**config.mk**
```make
export PLATFORM = sky130hd
export DESIGN_NAME = llp_ctrl
export DESIGN_NICKNAME = d
export VERILOG_FILES = /design/src/rtl/llp_pkg.sv /design/src/rtl/llp_skip_gate.sv /design/src/rtl/llp_period_timer.sv /design/src/rtl/llp_dead_time.sv /design/src/rtl/llp_ctrl.sv
export SDC_FILE = /design/constraint.sdc
export NUM_CORES = 1
export LEC_CHECK = 0
export ABC_AREA = 1
export BUFFER_PORTS_ARGS = -buffer_cell sky130_fd_sc_hd__buf_2
export CORE_ASPECT_RATIO = 2
export CORE_MARGIN = 2
export CORE_UTILIZATION = 45
export DETAILED_ROUTE_END_ITERATION = 12
export GPL_TIMING_DRIVEN = 0
export PLACE_DENSITY_LB_ADDON = 0.15
export REMOVE_ABC_BUFFERS = 1
export SYNTH_ARGS = -nofsm -noshare
export SYNTH_HDL_FRONTEND = slang
export SYNTH_HIERARCHICAL = 1
export SYNTH_SLANG_ARGS = --single-unit
```
**constraint.sdc**
```tcl
create_clock -name clk_i -period 1.8 [get_ports clk_i]
set_input_delay 0.09 -clock clk_i [delete_from_list [all_inputs] [get_ports clk_i]]
set_output_delay 0.09 -clock clk_i [all_outputs]
set_load 0.1 [all_outputs]
```
**src/rtl/llp_pkg.sv**
```systemverilog
package llp_pkg;
  // dead time in clock cycles for a feedback level in mV
  function automatic int dead_cycles(input int fb_mv, input int knee_mv,
                                     input int base_cyc, input int slope_cyc,
                                     input int cap_cyc);
    int d;
    if (fb_mv >= knee_mv) d = base_cyc;
    else d = base_cyc + slope_cyc * (knee_mv - fb_mv);
    if (d > cap_cyc) d = cap_cyc;
    return d;
  endfunction
endpackage

```
**src/rtl/llp_skip_gate.sv**
```systemverilog
module llp_skip_gate #(
  parameter int FB_W     = 12,
  parameter int ENTER_MV = 400,
  parameter int EXIT_MV  = 450
) (
  input  logic            clk_i,
  input  logic            rst_ni,
  input  logic [FB_W-1:0] fb_mv_i,
  output logic            skip_o
);
  logic skip_q;
  logic below, above;

  assign below = int'(fb_mv_i) < ENTER_MV;
  assign above = int'(fb_mv_i) > EXIT_MV;

  always_ff @(posedge clk_i or negedge rst_ni) begin
    if (!rst_ni)              skip_q <= 1'b0;
    else if (!skip_q && below) skip_q <= 1'b1;
    else if (skip_q && above)  skip_q <= 1'b0;
  end

  assign skip_o = skip_q;

  assert_skip_enter_R2: assert property (@(posedge clk_i) disable iff (!rst_ni)
    (!skip_o && int'(fb_mv_i) < ENTER_MV) |=> skip_o);
  assert_skip_hold_R3: assert property (@(posedge clk_i) disable iff (!rst_ni)
    (skip_o && int'(fb_mv_i) <= EXIT_MV) |=> skip_o);
endmodule

```
**src/rtl/llp_period_timer.sv**
```systemverilog
module llp_period_timer #(
  parameter int MAX_CYC = 4000,
  localparam int CNT_W  = $clog2(MAX_CYC + 1)
) (
  input  logic clk_i,
  input  logic rst_ni,
  input  logic clear_i,
  output logic expired_o
);
  localparam logic [CNT_W-1:0] LIMIT = CNT_W'(MAX_CYC);
  logic [CNT_W-1:0] tmr_q;

  always_ff @(posedge clk_i or negedge rst_ni) begin
    if (!rst_ni)             tmr_q <= '0;
    else if (clear_i)        tmr_q <= '0;
    else if (tmr_q != LIMIT) tmr_q <= tmr_q + 1'b1;
  end

  assign expired_o = (tmr_q == LIMIT);

  assert_timer_restart_R11: assert property (@(posedge clk_i) disable iff (!rst_ni)
    clear_i |=> !expired_o);
endmodule

```
**src/rtl/llp_dead_time.sv**
```systemverilog
module llp_dead_time #(
  parameter int CNT_W = 12
) (
  input  logic             clk_i,
  input  logic             rst_ni,
  input  logic             load_i,
  input  logic [CNT_W-1:0] load_val_i,
  input  logic             cancel_i,
  output logic             hit_o
);
  logic [CNT_W-1:0] cnt_q;
  logic             run_q;

  // load wins over cancel; hit when one cycle remains so the registered request lands on count zero
  always_ff @(posedge clk_i or negedge rst_ni) begin
    if (!rst_ni) begin
      cnt_q <= '0;
      run_q <= 1'b0;
    end else if (load_i) begin
      cnt_q <= load_val_i;
      run_q <= 1'b1;
    end else if (cancel_i) begin
      run_q <= 1'b0;
    end else if (run_q) begin
      cnt_q <= cnt_q - 1'b1;
      if (cnt_q <= 1) run_q <= 1'b0;
    end
  end

  assign hit_o = run_q && (cnt_q == 1);

  assert_hit_single_R5: assert property (@(posedge clk_i) disable iff (!rst_ni)
    (hit_o && !load_i) |=> !hit_o);
endmodule

```
**src/rtl/llp_ctrl.sv**
```systemverilog
module llp_ctrl #(
  parameter int FB_W           = 12,
  parameter int KNEE_MV        = 800,
  parameter int DT_BASE_CYC    = 200,
  parameter int DT_SLOPE_CYC   = 10,
  parameter int PERIOD_MAX_CYC = 4000,
  parameter int SKIP_ENTER_MV  = 400,
  parameter int SKIP_EXIT_MV   = 450
) (
  input  logic            clk_i,
  input  logic            rst_ni,
  input  logic [FB_W-1:0] fb_mv_i,
  input  logic            ff_mode_i,
  input  logic            valley6_i,
  input  logic            demag_done_i,
  input  logic            cycle_start_i,
  output logic            start_req_o,
  output logic            skip_o
);
  import llp_pkg::*;

  localparam int CNT_W = $clog2(PERIOD_MAX_CYC + 1);

  logic             skip;
  logic             expired;
  logic             dt_hit;
  logic             dt_load;
  logic             dt_cancel;
  logic [CNT_W-1:0] dt_val;
  logic             req_c;
  logic             req_q;
  logic             sent_q;

  llp_skip_gate #(
    .FB_W(FB_W), .ENTER_MV(SKIP_ENTER_MV), .EXIT_MV(SKIP_EXIT_MV)
  ) u_skip (
    .clk_i(clk_i), .rst_ni(rst_ni), .fb_mv_i(fb_mv_i), .skip_o(skip)
  );

  llp_period_timer #(.MAX_CYC(PERIOD_MAX_CYC)) u_timer (
    .clk_i(clk_i), .rst_ni(rst_ni),
    .clear_i(cycle_start_i || skip),
    .expired_o(expired)
  );

  assign dt_val    = CNT_W'(dead_cycles(int'(fb_mv_i), KNEE_MV, DT_BASE_CYC,
                                        DT_SLOPE_CYC, PERIOD_MAX_CYC));
  assign dt_load   = valley6_i && ff_mode_i && !skip;
  assign dt_cancel = cycle_start_i || skip || !ff_mode_i;

  llp_dead_time #(.CNT_W(CNT_W)) u_dead (
    .clk_i(clk_i), .rst_ni(rst_ni),
    .load_i(dt_load), .load_val_i(dt_val), .cancel_i(dt_cancel),
    .hit_o(dt_hit)
  );

  // clamp only after demagnetization; one request per period
  assign req_c = !skip && !sent_q && !cycle_start_i &&
                 (dt_hit || (expired && demag_done_i));

  always_ff @(posedge clk_i or negedge rst_ni) begin
    if (!rst_ni) begin
      req_q  <= 1'b0;
      sent_q <= 1'b0;
    end else begin
      req_q <= req_c;
      if (cycle_start_i || skip) sent_q <= 1'b0;
      else if (req_c)            sent_q <= 1'b1;
    end
  end

  assign start_req_o = req_q;
  assign skip_o      = skip;

  assert_skip_blocks_req_R4: assert property (@(posedge clk_i) disable iff (!rst_ni)
    (skip_o && $past(skip_o)) |-> !start_req_o);
  assert_req_pulse_R10: assert property (@(posedge clk_i) disable iff (!rst_ni)
    start_req_o |=> !start_req_o);
  assert_clamp_waits_demag_R9: assert property (@(posedge clk_i) disable iff (!rst_ni)
    (expired && !demag_done_i && !dt_hit) |=> !start_req_o);
  assert_no_ff_no_dead_R7: assert property (@(posedge clk_i) disable iff (!rst_ni)
    (!ff_mode_i && !expired) |=> !start_req_o);
endmodule

```
# Word-level counts from Yosys, hierarchy flattened
# Index checks and enable logic that the tools add are counted.
# word_totals
reg_bits	28
in_bits	18
out_inout_bits	2
elab_cells	56
# classes
add_sub_neg	4
multipliers	1
order_cmp	5
eq_ne	4
muxes	15
n_reduce_logical	21
# op_table
operator	count
$mux 12	6
$gt 32x13->1 const B	1
$mux 32	1
$add 9x18->19 const A	1
$mul 4x13->17 const A	1
$sub 10x12->13 const A	1
$add 12x1->12 const B	1
$eq 12x1->1 const B	1
$eq 12x12->1 const B	1
$ge 12x10->1 const B	1
$gt 12x9->1 const B	1
$le 12x1->1 const B	1
$lt 12x9->1 const B	1
$ne 12x12->1 const B	1
$sub 12x1->12 const B	1
$logic_and 1x1->1	9
$mux 1	8
$reduce_bool 2->1	4
$logic_not 1->1	4
$logic_or 1x1->1	3
$ne 2x2->1 const B	1
$reduce_and 2->1	1

# Depth between registers and ports, before layout
# Gate-level depths: netlist (run 1).
# depth
word_depth	7
ltp_mapped	32
mapped_depth_nobuf	32

# By module
# The synthesis (run 1) kept the hierarchy.
# modules_own_cells
module	instances	cells_each	area_each_um2	seq_area_each_um2
llp_ctrl	1	323	1871.8	50.0
llp_dead_time	1	128	927.1	325.3
llp_period_timer	1	107	768.2	300.3
llp_skip_gate	1	18	92.6	25.0

# Worst setup path after synthesis (run 1)
# OpenSTA, ideal clock, no wires.
# synth_path
path_type	in2reg
startpoint	in fb_mv_i[1]
endpoint	reg u_dead.cnt_q[6]
setup_time_ns	0.116
t_arrival_ns	3.302
slack_ns	-1.618
path_stages	28
path_buffers	0
path_cell_list	inv_1 nand3_2 nor3_2 o21ai_0 o21ai_0 o21ai_0 xor2_1 ha_1 ha_1 nand2_1 inv_1 a21oi_1 nand3_1 nand2_1 nand2_1 nor2_4 nand2_1 o21bai_1 nand2_1 nand3_1 nand2_1 nand2_2 nand2_4 nand2_4 nor2_2 o21ai_0 a21o_1 nand2_1
# synth_between
elab_chain_len	7
elab_cells_between_ends	8
# synth_rtl
item	line_no	source
from (decl)	llp_ctrl.sv:12	input logic [FB_W-1:0] fb_mv_i,
$sub 10x12->13	llp_pkg.sv:8	else d = base_cyc + slope_cyc * (knee_mv - fb_mv);
$mul 4x13->17	llp_pkg.sv:8	
$add 9x18->19	llp_pkg.sv:8	
$mux 32 (*)	llp_pkg.sv:7	if (fb_mv >= knee_mv) d = base_cyc;
$gt 32x13->1	llp_pkg.sv:9	if (d > cap_cyc) d = cap_cyc;
$mux 12 (*)	llp_pkg.sv:9	
via dt_val[6]	llp_ctrl.sv:29	logic [CNT_W-1:0] dt_val;
$mux 12 (*)	llp_dead_time.sv:19	end else if (load_i) begin
to (signal assigned)	llp_dead_time.sv:20	cnt_q <= load_val_i;
to (signal assigned)	llp_dead_time.sv:25	cnt_q <= cnt_q - 1'b1;
to (decl)	llp_dead_time.sv:11	logic [CNT_W-1:0] cnt_q;
# The timed path passes the listed nets; every way through them passes the cells marked *.
# A chain may end at the register's enable or synchronous reset.

# Worst setup path after layout (run 1)
# layout_path
startpoint	in fb_mv_i[2]
endpoint	reg u_dead.cnt_q[6]
# The elaborated chain is that of the path after synthesis.

==> results.rst, run 1 <==
.. list-table::
   :header-rows: 1

   * - Metric
     - Value
   * - Status
     - complete, but fails checks
   * - Violations in the final reports
     - negative setup slack
   * - Worst r2r dst
     - u_dead/cnt_q[8]
   * - Achievable frequency
     - 0.2987 GHz
   * - Share of final-layout standard cells stronger than drive strength 1
     - 32.01%
   * - Worst hold margin
     - 0.1155 ns
   * - Total of warnings raised by yosys
     - 6
   * - Number of placement rows
     - 46
   * - Worst endpoint required time
     - 1.97 ns
   * - Wire length per cell
     - 14.45 um
   * - FF-to-FF path depth
     - 6
   * - RSZ-0062 raised after global routing
     - true
   * - CTS tree
     - built
   * - Number of nets in the finished design
     - 681
   * - Total number of vias
     - 3809
   * - Setup Viol. Count Final
     - 11
   * - Total of buffers placed on input and output ports
     - 19
   * - Share of flip-flops with an asynchronous set or reset
     - 100.0%
   * - CP startpoint kind
     - primary input
   * - Post-placement setup slack
     - -2.476 ns
   * - Clock period minus worst slack
     - 3.348 ns
   * - Per-cell via count in the routed design
     - 5.239
   * - DRC errors left
     - 0
   * - Post-synth EDFFs
     - 0
   * - Via count of the first global-routing pass
     - 3781
   * - Number of primary I/O pins
     - 20
   * - Type of the tightest min-delay check
     - primary input to register
   * - Portion of the post-synthesis area used by sequential elements
     - 19.15%
   * - Leakage component of the power
     - 2.378 nW
   * - Violation count after the first detailed-route iteration
     - 98
   * - Count of maximum capacitance violations
     - 0
   * - Die area
     - 0.008914 mm^2
   * - Fin Clk Skew
     - 0.003292 ns
   * - Max FO, Critical Path
     - 6
   * - Number of antenna violations at the first check in global routing
     - 0
   * - Number of clock sinks
     - 28
   * - Cell at the root of the clock tree
     - clkbuf_16
   * - Min-Delay Endpoint
     - sent_q
   * - Fin cells
     - 727
   * - CTS H-tree lvls
     - 1
   * - Synth-to-layout area growth
     - 30.74%
   * - Endpoint class of the critical path
     - register
   * - Cts bufs inserted
     - 3
   * - Clock latency on the worst-skew pair
     - 0.27 ns
   * - Count of antenna diodes in the layout
     - 0
   * - Maximum clock path buffer count
     - 2
   * - Area of the core
     - 0.007885 mm^2
   * - Total Wirelength
     - 10510 um
   * - First drt pass iteration count
     - 4
   * - Cell Pwr Density
     - 807.0 mW/mm^2
   * - Worst-case setup margin in the final layout
     - -1.548 ns
   * - R2r setup slk
     - -0.01 ns
   * - Critical path arrival
     - 3.51 ns
   * - Total grt overflow
     - 0
   * - Count of state elements after synthesis
     - 28
   * - Min-Delay Path Depth
     - 4
   * - Final period util
     - 186.0%
   * - Weighted congestion at the end of routability-driven global placement
     - 0.8843
   * - Reg area
     - 700.7 um^2
   * - Synth unique cells
     - 41
   * - Most used flip-flop cell after synthesis
     - dfrtp_1
   * - Power after layout
     - 0.003861 W
   * - Slew at the pin with the worst max-slew slack
     - 0.6676 ns
   * - Filler cell count in the final layout
     - 709
   * - Final HPWL from detailed placement
     - 7736 um
   * - Post-route core utilization
     - 60.68%
   * - Avg Inst Size Synth
     - 6.354 um^2
   * - Global-route wire length before repair
     - 16130 um
   * - Worst Path Class, Setup
     - primary input to register
   * - Multi-input gate area
     - 0.003097 mm^2
   * - Post-DRT Antenna Nets
     - 0
   * - Worst Min Path Start
     - cycle_start_i
   * - IR Drop Worst-Case VDD
     - 496.7 uV
   * - Post-Synthesis Cell Area
     - 0.003660 mm^2
   * - Worst R2R Start
     - u_skip/skip_o
   * - Die width
     - 67.77 um
   * - Maximum number of pins on one net before global-route repair
     - 29
   * - Clock transition time at the flip-flop clock pins of the worst setup and hold paths
     - 0.07 ns
   * - Hold Violations, Final
     - 0
   * - Die extent in y
     - 131.5 um
   * - Count of final max-slew check failures
     - 0
   * - Post-Synthesis Cells
     - 576
   * - Starting density of the core
     - 46.41%
   * - DP Cell Count
     - 688
   * - Overall routing resource usage
     - 23.20%
   * - Max-slew headroom at the worst pin
     - 55.49%
state kept, by name, indices dropped and copies added (netlist names):
name	cells
sent_q	1
start_req_o	1
u_dead/cnt_q	12
u_dead/run_q	1
u_skip/skip_o	1
u_timer/tmr_q	12
how the worst max path moves through the flow:
stage / to / slack, ns / start / cells after the start
floorplan: u_dead/cnt_q[6] / -1.62 / fb_mv_i[1] / 28
global placement: u_dead/cnt_q[6] / -2.37 / fb_mv_i[0] / 29
detailed placement: u_dead/cnt_q[6] / -2.48 / fb_mv_i[0] / 25
CTS: u_dead/cnt_q[6] / -1.55 / fb_mv_i[1] / 25
global route: u_dead/cnt_q[6] / -1.83 / fb_mv_i[1] / 29
finish: u_dead/cnt_q[6] / -1.55 / fb_mv_i[2] / 27
critical path, cell delays in order:
cell and delay, ns:
buf_8 0.10, inv_6 0.06, nand3_4 0.08, nor3_4 0.15, o21ai_2 0.11, o21ai_2 0.19, buf_6 0.14, xor2_4 0.18
buf_4 0.15, ha_4 0.20, ha_4 0.29, nand2_4 0.06, nor2_2 0.11, nand3_1 0.11, nand4_1 0.17, nand2_2 0.10
nor2_4 0.14, buf_4 0.13, buf_4 0.09, nand3_1 0.08, o21ai_1 0.10, nand3_2 0.17, nand2_4 0.16, nor2_4 0.04
o21ai_2 0.13, a21o_1 0.10, nand2_1 0.04
cell usage in the layout, fill, tap and decap left out, types with 4 or more instances in the layout:
master,instances
a21oi_1,6
buf_2,16
buf_4,32
dfrtp_1,28
ha_1,13
ha_4,14
inv_1,79
inv_2,9
nand2_1,142
nand2_2,34
nand2_4,14
nand3_1,51
nand3_2,8
nand3_4,4
nand4_1,10
nor2_1,55
nor2_2,14
nor2_4,11
nor3_1,5
o211ai_1,6
o21ai_0,10
o21ai_1,6
xnor2_1,4
xor2_1,4
xor2_2,4
Yosys cell counts, types with 2 or more instances:
library cell  count  share of area (%)
inv_1            84                8.6
o211ai_1          6                1.2
nor3_2            3               0.82
ha_1             29                9.9
o21ai_1           4               0.55
nor2_1           59                6.1
buf_6             2               0.62
inv_2             8               0.82
a21oi_2           2               0.48
nand2_4           6                1.8
dfrtp_1          28                 19
nand2_1         157                 16
nor3_1            6               0.82
a21oi_1           9                1.2
xor2_1           11                2.6
xnor2_1           6                1.4
nand4_1          10                1.7
nor2_2           13                2.2
nand2_2          27                4.6
o21bai_1          4               0.82
nor2_4            8                2.5
o21ai_0          15                2.1
nand3_2           7                1.9
nand3_1          55                7.5
layout make-up:
| cell class | instances | share of cell area (%) |
|---|---|---|
| clock buffers | 3 | 1.569 |
| inverters | 94 | 7.897 |
| flip-flops and latches | 28 | 14.64 |
| multi-input cells | 451 | 64.72 |
| repair buffers | 55 | 8.656 |
| well taps | 96 | 2.510 |
power breakdown:
part	total [W]	internal, W	switching (W)
combinational	0.00255	0.00102	0.00154
sequential	0.000788	0.000705	0.0000826
clock	0.000519	0.000296	0.000223
routing by layer:
layer	routed length (um)	global-route usage (%)	vias up	part of all wire, %
met4	597	14.22	0	5.7
met2	6393	47.55	69	61
li1	-	-	1933	-
met1	3331	19.01	1761	32
met3	186	1.541	46	1.8
met5	0	0	-	0
through the flow:
stage / cell area [um^2] / TNS, ns
finish: 4785 / -16.55
global route: 4785 / -19.33
CTS: 4378 / -16.05
detailed placement: 3847 / -25.84
global placement: 3847 / -25.05
floorplan: 3632 / -17.22
timing repair:
action                     in CTS  in global routing
setup endpoints to repair      13                 11
resized for setup              71                 52
pin swaps                      49                 51
hold endpoints to repair       28                  0
hold buffers                    1                  0
setup buffers                  19                 16
cell families after synthesis:
logic type                 after synthesis  synth area share, %
xor gates and xnor gates                17                4.068
DFF                                     28                19.15
buffers and inverters                   97                10.50
AOI/OAI and AO/OA                       47                7.898
and+or+nand+nor                        356                47.83
other                                    1               0.1025
adders and majority gates               30                10.46
(Power assumes the default switching activity.)
==> inputs of run 2 (changes only) <==
--- a/config.mk
+++ b/config.mk
@@ -9,7 +9,7 @@
 export BUFFER_PORTS_ARGS = -buffer_cell sky130_fd_sc_hd__buf_2
 export CORE_ASPECT_RATIO = 2
 export CORE_MARGIN = 2
-export CORE_UTILIZATION = 45
+export CORE_UTILIZATION = 38
 export DETAILED_ROUTE_END_ITERATION = 12
 export GPL_TIMING_DRIVEN = 0
 export PLACE_DENSITY_LB_ADDON = 0.15
==> run 2 against run 1 <==
  * The run still ends with negative setup slack left
  * Sequential share of layout area is essentially flat
  * Critical path depth grew 1
  * Combinational power shrank 2%
  * Global-route usage shrank 2.3 points
  * Register-to-register slack is essentially flat
  * Critical path type unchanged
  * Largest cell class unchanged
==> results.rst, run 2 (synthesized netlist as in run 1, its figures left out) <==
.. list-table::
   :header-rows: 1

   * - Metric
     - Value
   * - Global-route wire length before repair
     - 17230 um (was 16130 um)
   * - Share of final-layout standard cells stronger than drive strength 1
     - 32.43% (was 32.01%)
   * - Most frequent cells in the layout
     - nand2_1 (142), inv_1 (79), nor2_1 (54) (was nand2_1 (142), inv_1 (79), nor2_1 (55))
   * - IR Drop Worst-Case VDD
     - 455.7 uV (was 496.7 uV)
   * - Overall routing resource usage
     - 20.93% (was 23.20%)
   * - CP startpoint kind
     - primary input (unchanged)
   * - Die extent in y
     - 142.8 um (was 131.5 um)
   * - Max-slew headroom at the worst pin
     - 55.59% (was 55.49%)
   * - Setup Viol. Count Final
     - 11 (unchanged)
   * - Number of antenna violations at the first check in global routing
     - 0 (unchanged)
   * - Endpoint class of the critical path
     - register (unchanged)
   * - Count of antenna diodes in the layout
     - 0 (unchanged)
   * - Post-DRT Antenna Nets
     - 0 (unchanged)
   * - Maximum number of pins on one net before global-route repair
     - 29 (unchanged)
   * - Violations in the final reports
     - negative setup slack (unchanged)
   * - CTS tree
     - built (unchanged)
   * - Final HPWL from detailed placement
     - 7981 um (was 7736 um)
   * - Setup tns final
     - -16.22 ns (was -16.55 ns)
   * - Worst-case setup margin in the final layout
     - -1.536 ns (was -1.548 ns)
   * - Slew at the pin with the worst max-slew slack
     - 0.6662 ns (was 0.6676 ns)
   * - Number of nets in the finished design
     - 678 (was 681)
   * - Power after layout
     - 0.003959 W (was 0.003861 W)
   * - Die area
     - 0.01048 mm^2 (was 0.008914 mm^2)
   * - Total of buffers placed on input and output ports
     - 19 (unchanged)
   * - Wire length per cell
     - 13.82 um (was 14.45 um)
   * - Die width
     - 73.40 um (was 67.77 um)
   * - Starting density of the core
     - 39.00% (was 46.41%)
   * - Clock latency on the worst-skew pair
     - 0.27 ns (about the same)
   * - CTS H-tree lvls
     - 1 (unchanged)
   * - Cts bufs inserted
     - 3 (unchanged)
   * - Post-route core utilization
     - 51.16% (was 60.68%)
   * - Weighted congestion at the end of routability-driven global placement
     - 0.8288 (was 0.8843)
   * - Number of placement rows
     - 50 (was 46)
   * - Per-cell via count in the routed design
     - 5.026 (was 5.239)
   * - Fin cells
     - 733 (was 727)
   * - RSZ-0062 raised after global routing
     - true (unchanged)
   * - Cell at the root of the clock tree
     - clkbuf_16 (unchanged)
   * - Number of clock sinks
     - 28 (unchanged)
   * - Maximum clock path buffer count
     - 2 (unchanged)
   * - DRC errors left
     - 0 (unchanged)
   * - Fin Clk Skew
     - 0.005300 ns (was 0.003292 ns)
   * - Max FO, Critical Path
     - 6 (unchanged)
   * - Type of the tightest min-delay check
     - primary input to register (unchanged)
   * - Count of final max-slew check failures
     - 0 (unchanged)
   * - Achievable frequency
     - 0.2998 GHz (was 0.2987 GHz)
   * - First drt pass iteration count
     - 4 (unchanged)
   * - Via count of the first global-routing pass
     - 3956 (was 3781)
   * - Clock period minus worst slack
     - 3.336 ns (was 3.348 ns)
   * - Number of primary I/O pins
     - 20 (unchanged)
   * - Total Wirelength
     - 10130 um (was 10510 um)
   * - Leakage component of the power
     - 2.387 nW (was 2.378 nW)
   * - Filler cell count in the final layout
     - 923 (was 709)
   * - Synth-to-layout area growth
     - 31.18% (was 30.74%)
   * - Clock transition time at the flip-flop clock pins of the worst setup and hold paths
     - 0.07 ns (about the same)
   * - Final period util
     - 185.3% (was 186.0%)
   * - Leading cell type in the layout, fill and taps excluded
     - nand2_1 (unchanged)
   * - Largest regs
     - u_dead/cnt_q x12, u_timer/tmr_q x12 (unchanged)
   * - Critical path arrival
     - 3.53 ns (was 3.51 ns)
   * - Area of the core
     - 0.009384 mm^2 (was 0.007885 mm^2)
   * - Count of maximum capacitance violations
     - 0 (unchanged)
   * - Hold Violations, Final
     - 0 (unchanged)
   * - DP Cell Count
     - 696 (was 688)
   * - Cell Pwr Density
     - 824.7 mW/mm^2 (was 807.0 mW/mm^2)
   * - Status
     - complete, but fails checks (unchanged)
   * - Total number of vias
     - 3684 (was 3809)
   * - Worst endpoint required time
     - 2.00 ns (was 1.97 ns)
   * - Worst Path Class, Setup
     - primary input to register (unchanged)
   * - Total grt overflow
     - 0 (unchanged)
   * - Violation count after the first detailed-route iteration
     - 181 (was 98)
-- run 2: changes by cell type in the layout (fill, tap and decap cells not counted), sizes merged --
cell and delta:
bufinv +1, inv -2, buf -3, clkinv +2
-- run 2: metal layers --
| metal | global-route usage, % | wire length, um | up-vias |
|---|---|---|---|
| li1 | - | - | 1924 |
| met1 | 17.23 | 3146 | 1700 |
| met2 | 44.48 | 6406 | 36 |
| met3 | 1.411 | 126 | 24 |
| met4 | 11.77 | 450 | 0 |
| met5 | 0 | 0 | - |
-- run 2: final timing paths --
kind / from / endpoint / slack (ns) / cells after the start
worst max-delay path: fb_mv_i[1] / u_dead/cnt_q[5] / -1.54 / 28
worst min register to register: sent_q / start_req_o / 0.44 / 1
worst min-delay path: cycle_start_i / sent_q / 0.10 / 4
worst max register to register: u_skip/skip_o / u_dead/cnt_q[6] / -0.02 / 5
max in group asynchronous: rst_ni / u_dead/cnt_q[11] / 0.98 / 2
min in group asynchronous: rst_ni / u_timer/tmr_q[2] / 0.38 / 2
-- run 2: metrics by stage --
step | area [um^2] | worst slack (ns) | hold WS (ns)
3_5_place_dp | 3857 | -2.441 | 0.1668
6_report | 4801 | -1.536 | 0.1048
2_1_floorplan | 3632 | -1.620 | -0.2056
5_1_grt | 4801 | -1.725 | 0.1442
3_3_place_gp | 3857 | -2.377 | 0.1719
4_1_cts | 4482 | -1.533 | 0.1024
-- run 2: power breakdown --
part / leakage (nW) / switching [W] / internal (W)
Combinational: 1.96 / 0.00153 / 0.000970
Clock: 0.0511 / 0.000237 / 0.000444
Sequential: 0.372 / 0.0000779 / 0.000705
Total: 2.39 / 0.00184 / 0.00212
-- run 2: timing repair --
item,CTS,global route
resized for setup,86,43
endpoints found under the hold margin,28,0
buffers inserted,17,16
hold buffers,1,0
endpoints found under the setup margin,13,11
pin swaps,50,56
-- run 2: layout make-up --
type	count	area (um^2)	area share [%]
clock buffers	3	75.07	1.564
well taps	104	130.1	2.710
flip-flops and latches	28	700.7	14.59
repair buffers	52	391.6	8.157
multi-input cells	451	3089	64.35
clock inverters	1	30.03	0.6255
inverters	94	384.1	8.001
-- run 2: worst max-delay path: stages --
cell and delay (ns):
buf_8 0.11, inv_8 0.05, ha_4 0.14, nand2_4 0.06, nor2_4 0.10, nand2_2 0.09, nand2_4 0.10, nand2_4 0.08
nand2_4 0.13, xor2_4 0.22, ha_4 0.24, ha_4 0.33, nand2_4 0.09, nor2_4 0.13, nand3_2 0.09, nand4_1 0.17
nand2_2 0.10, nor2_4 0.15, buf_4 0.13, buf_4 0.09, nand3_1 0.09, o21ai_2 0.10, nand3_4 0.13, buf_4 0.16
buf_6 0.10, nand3_1 0.07, nand2_1 0.07, o211ai_2 0.10
==> inputs of run 3 (changes only) <==
--- a/config.mk
+++ b/config.mk
@@ -13,8 +13,9 @@
 export DETAILED_ROUTE_END_ITERATION = 12
 export GPL_TIMING_DRIVEN = 0
 export PLACE_DENSITY_LB_ADDON = 0.15
+export RECOVER_POWER = 25
 export REMOVE_ABC_BUFFERS = 1
+export SLEW_MARGIN = 20
 export SYNTH_ARGS = -nofsm -noshare
 export SYNTH_HDL_FRONTEND = slang
-export SYNTH_HIERARCHICAL = 1
 export SYNTH_SLANG_ARGS = --single-unit
==> run 3 against run 2 <==
  * The flow still finishes with violations (negative setup slack)
  * Synthesized area fell by 10%
  * Worst setup slack improved by 0.20 ns
  * Largest cell class unchanged
  * Sequential share of layout area is 1.4 points higher
  * Worst hold slack improved by 0.0047 ns
==> results.rst, run 3 <==
.. list-table::
   :header-rows: 1

   * - Metric
     - Value
   * - Violations in the final reports
     - negative setup slack (unchanged)
   * - DRC errors left
     - 0 (unchanged)
   * - Synth cell count leaders
     - nand2_1 (116), inv_1 (80), nor2_1 (41) (was nand2_1 (157), inv_1 (84), nor2_1 (59))
   * - Post-synthesis share of cell area spent on full adders, half adders and majority gates
     - 11.64% (was 10.46%)
   * - Cts bufs inserted
     - 3 (unchanged)
   * - Area fraction in compound gates after synthesis
     - 13.50% (was 7.897%)
   * - Avg Inst Size Synth
     - 6.605 um^2 (was 6.354 um^2)
   * - Number of antenna violations at the first check in global routing
     - 0 (unchanged)
   * - Worst Path Class, Setup
     - primary input to register (unchanged)
   * - Cell types with the largest area share after synthesis
     - dfrtp_1 (21%), nand2_1 (13%), ha_1 (11%) (was dfrtp_1 (19%), nand2_1 (16%), ha_1 (9.9%))
   * - Via count of the first global-routing pass
     - 3411 (was 3956)
   * - Count of final max-slew check failures
     - 0 (unchanged)
   * - Final HPWL from detailed placement
     - 7013 um (was 7981 um)
   * - Fin Clk Skew
     - 0.003629 ns (was 0.005300 ns)
   * - Hold Violations, Final
     - 0 (unchanged)
   * - Max FO, Critical Path
     - 6 (unchanged)
   * - Number of nets in the finished design
     - 592 (was 678)
   * - Maximum number of pins on one net before global-route repair
     - 29 (unchanged)
   * - IR Drop Worst-Case VDD
     - 373.8 uV (was 455.7 uV)
   * - Weighted congestion at the end of routability-driven global placement
     - 0.8444 (was 0.8288)
   * - Post-synth EDFFs
     - 0 (unchanged)
   * - Wire length per cell
     - 14.26 um (was 13.82 um)
   * - Max-slew headroom at the worst pin
     - 49.57% (was 55.59%)
   * - Setup Viol. Count Final
     - 11 (unchanged)
   * - Type of the tightest min-delay check
     - primary input to register (unchanged)
   * - CP max stage cell
     - ha_4 (unchanged)
   * - Post-route cell area
     - 0.004387 mm^2 (was 0.004801 mm^2)
   * - Starting density of the core
     - 38.57% (was 39.00%)
   * - Portion of netlist area occupied by mux cells
     - 0% (unchanged)
   * - CP startpoint kind
     - primary input (unchanged)
   * - Share of flip-flops with an asynchronous set or reset
     - 100.0% (unchanged)
   * - Global-route wire length before repair
     - 15200 um (was 17230 um)
   * - Overall routing resource usage
     - 19.80% (was 20.93%)
   * - Worst endpoint required time
     - 1.96 ns (was 2.00 ns)
   * - Maximum clock path buffer count
     - 2 (unchanged)
   * - Share of final-layout standard cells stronger than drive strength 1
     - 31.12% (was 32.43%)
   * - Clock latency on the worst-skew pair
     - 0.27 ns (about the same)
   * - Die extent in y
     - 135.6 um (was 142.8 um)
   * - Sum of buffers and inverters on the critical path
     - 3 (was 6)
   * - Largest delay contributor family on the critical path
     - simple AND/OR/NAND/NOR gates (unchanged)
   * - Number of clock sinks
     - 28 (unchanged)
   * - Leading cell type in the layout, fill and taps excluded
     - nand2_1 (unchanged)
   * - Achievable frequency
     - 0.3188 GHz (was 0.2998 GHz)
   * - Largest stage delay, worst path
     - 0.26 ns (was 0.33 ns)
   * - Fraction of synthesized cell area in xor and xnor cells
     - 4.755% (was 4.068%)
   * - Synth unique cells
     - 43 (was 41)
   * - Worst-case setup margin in the final layout
     - -1.337 ns (was -1.536 ns)
   * - Count of state elements after synthesis
     - 28 (unchanged)
   * - Cell at the root of the clock tree
     - clkbuf_16 (unchanged)
   * - Clock period minus worst slack
     - 3.137 ns (was 3.336 ns)
   * - Synthesized-area fraction occupied by and/or/nand/nor cells
     - 37.92% (was 47.83%)
   * - Slew at the pin with the worst max-slew slack
     - 0.7564 ns (was 0.6662 ns)
   * - Largest regs
     - u_dead.cnt_q x12, u_timer.tmr_q x12 (was u_dead/cnt_q x12, u_timer/tmr_q x12)
   * - First drt pass iteration count
     - 6 (was 4)
   * - Status
     - complete, but fails checks (unchanged)
   * - Count of antenna diodes in the layout
     - 0 (unchanged)
   * - Post-DRT Antenna Nets
     - 0 (unchanged)
   * - Main combinational cell family by area after synthesis
     - simple AND/OR/NAND/NOR gates (unchanged)
   * - DP Cell Count
     - 613 (was 696)
   * - Die width
     - 69.79 um (was 73.40 um)
   * - CTS H-tree lvls
     - 1 (unchanged)
   * - Most frequent cells in the layout
     - nand2_1 (96), inv_1 (76), nor2_1 (35) (was nand2_1 (142), inv_1 (79), nor2_1 (54))
   * - Violation count after the first detailed-route iteration
     - 193 (was 181)
   * - Final period util
     - 174.3% (was 185.3%)
   * - Worst hold margin
     - 0.1094 ns (was 0.1048 ns)
   * - Total grt overflow
     - 0 (unchanged)
   * - Area of placed instances
     - 0.003475 mm^2 (was 0.003857 mm^2)
   * - Leakage component of the power
     - 2.034 nW (was 2.387 nW)
   * - CTS tree
     - built (unchanged)
   * - Number of placement rows
     - 48 (was 50)
   * - Most frequent cell after synthesis
     - nand2_1 (unchanged)
   * - Most used flip-flop cell after synthesis
     - dfrtp_1 (unchanged)
   * - Post-Synthesis Cell Area
     - 0.003289 mm^2 (was 0.003660 mm^2)
   * - Die area
     - 0.009462 mm^2 (was 0.01048 mm^2)
   * - Clock transition time at the flip-flop clock pins of the worst setup and hold paths
     - 0.07 ns (about the same)
   * - Cell Pwr Density
     - 825.5 mW/mm^2 (was 824.7 mW/mm^2)
   * - Total of warnings raised by yosys
     - 0 (was 6)
   * - Count of maximum capacitance violations
     - 0 (unchanged)
   * - Total Wirelength
     - 9166 um (was 10130 um)
   * - Portion of the post-synthesis area used by sequential elements
     - 21.30% (was 19.15%)
   * - Most frequent cell on the critical path
     - nand2_4 (unchanged)
   * - Fin cells
     - 643 (was 733)
   * - Synth-to-layout area growth
     - 33.36% (was 31.18%)
   * - Total number of vias
     - 3342 (was 3684)
   * - Cell type with the highest aggregate area in the netlist
     - dfrtp_1 (unchanged)
   * - Post-Synthesis Cells
     - 498 (was 576)
   * - Number of primary I/O pins
     - 20 (unchanged)
   * - Area of the core
     - 0.008528 mm^2 (was 0.009384 mm^2)
   * - Per-cell via count in the routed design
     - 5.198 (was 5.026)
   * - RSZ-0062 raised after global routing
     - true (unchanged)
   * - Area share of the largest cell type after synthesis
     - 21.30% (was 19.15%)
   * - Critical path arrival
     - 3.30 ns (was 3.53 ns)
   * - Endpoint class of the critical path
     - register (unchanged)
   * - Total of buffers placed on input and output ports
     - 19 (unchanged)
## run 3: stage by stage
stage,setup TNS (ns),util [%],power [W],setup WS [ns]
floorplan,-14.74,-,0.002092,-1.349
global placement,-22.45,40.74,0.002440,-2.040
detailed placement,-22.95,40.74,0.002465,-2.100
CTS,-13.52,47.68,0.003431,-1.281
global route,-15.96,51.44,0.003908,-1.494
finish,-14.25,51.44,0.003621,-1.337
## run 3: per-layer routing
metal  vias up  GRT usage, %  part of all wire [%]
met1      1575         18.56                    34
met4         0         9.188                   3.8
met3        23        0.7440                  0.84
met2        41         41.90                    61
met5         -             0                     0
li1       1703             -                     -
## run 3: logic make-up (layout without fill, tap and decap cells)
group / after synthesis / in the layout
adder cells (fa/ha/maj): 30 / 30
AND/OR/NAND/NOR: 260 / 260
flip-flops: 28 / 28
buffers and inverters: 90 / 135
XOR/XNOR: 17 / 17
AO/OA/AOI/OAI: 73 / 73
## run 3: timing repair
action | 4_1_cts | 5_1_grt
pin swaps | 47 | 34
resized for setup | 74 | 43
endpoints found under the hold margin | 28 | 0
hold buffers | 1 | 0
buffers inserted | 17 | 8
endpoints found under the setup margin | 14 | 14
## run 3: path summary, 6_finish.rpt
| path | from | to | slack, ns | cells after the start |
|---|---|---|---|---|
| worst max-delay path | fb_mv_i[0] | u_dead.cnt_q[9] | -1.34 | 25 |
| worst min-delay path | cycle_start_i | u_timer.tmr_q[8] | 0.11 | 4 |
| worst max register to register | u_dead.cnt_q[2] | u_dead.cnt_q[11] | -0.25 | 11 |
| worst min register to register | sent_q | start_req_o | 0.44 | 1 |
| max in group asynchronous | rst_ni | sent_q | 0.90 | 2 |
| min in group asynchronous | rst_ni | u_timer.tmr_q[1] | 0.41 | 2 |
## run 3: worst min-delay path, cell delays in order
cell     delay (ns)
buf_2          0.10
nor2_4         0.06
nand2_1        0.06
nor2_1         0.04
## run 3: power by group
group	switching [W]	internal, W
sequential	0.0000819	0.000717
combinational	0.00129	0.000857
clock	0.000231	0.000444
total	0.00160	0.00202
## run 3: final cells by class
class                   count  area, um^2
clock buffers               3       75.07
inverters                  86       340.3
flip-flops and latches     28       700.7
fillers                   839        4141
multi-input cells         380        2784
clock inverters             1       30.03
well taps                 100       125.1
repair buffers             45       331.6
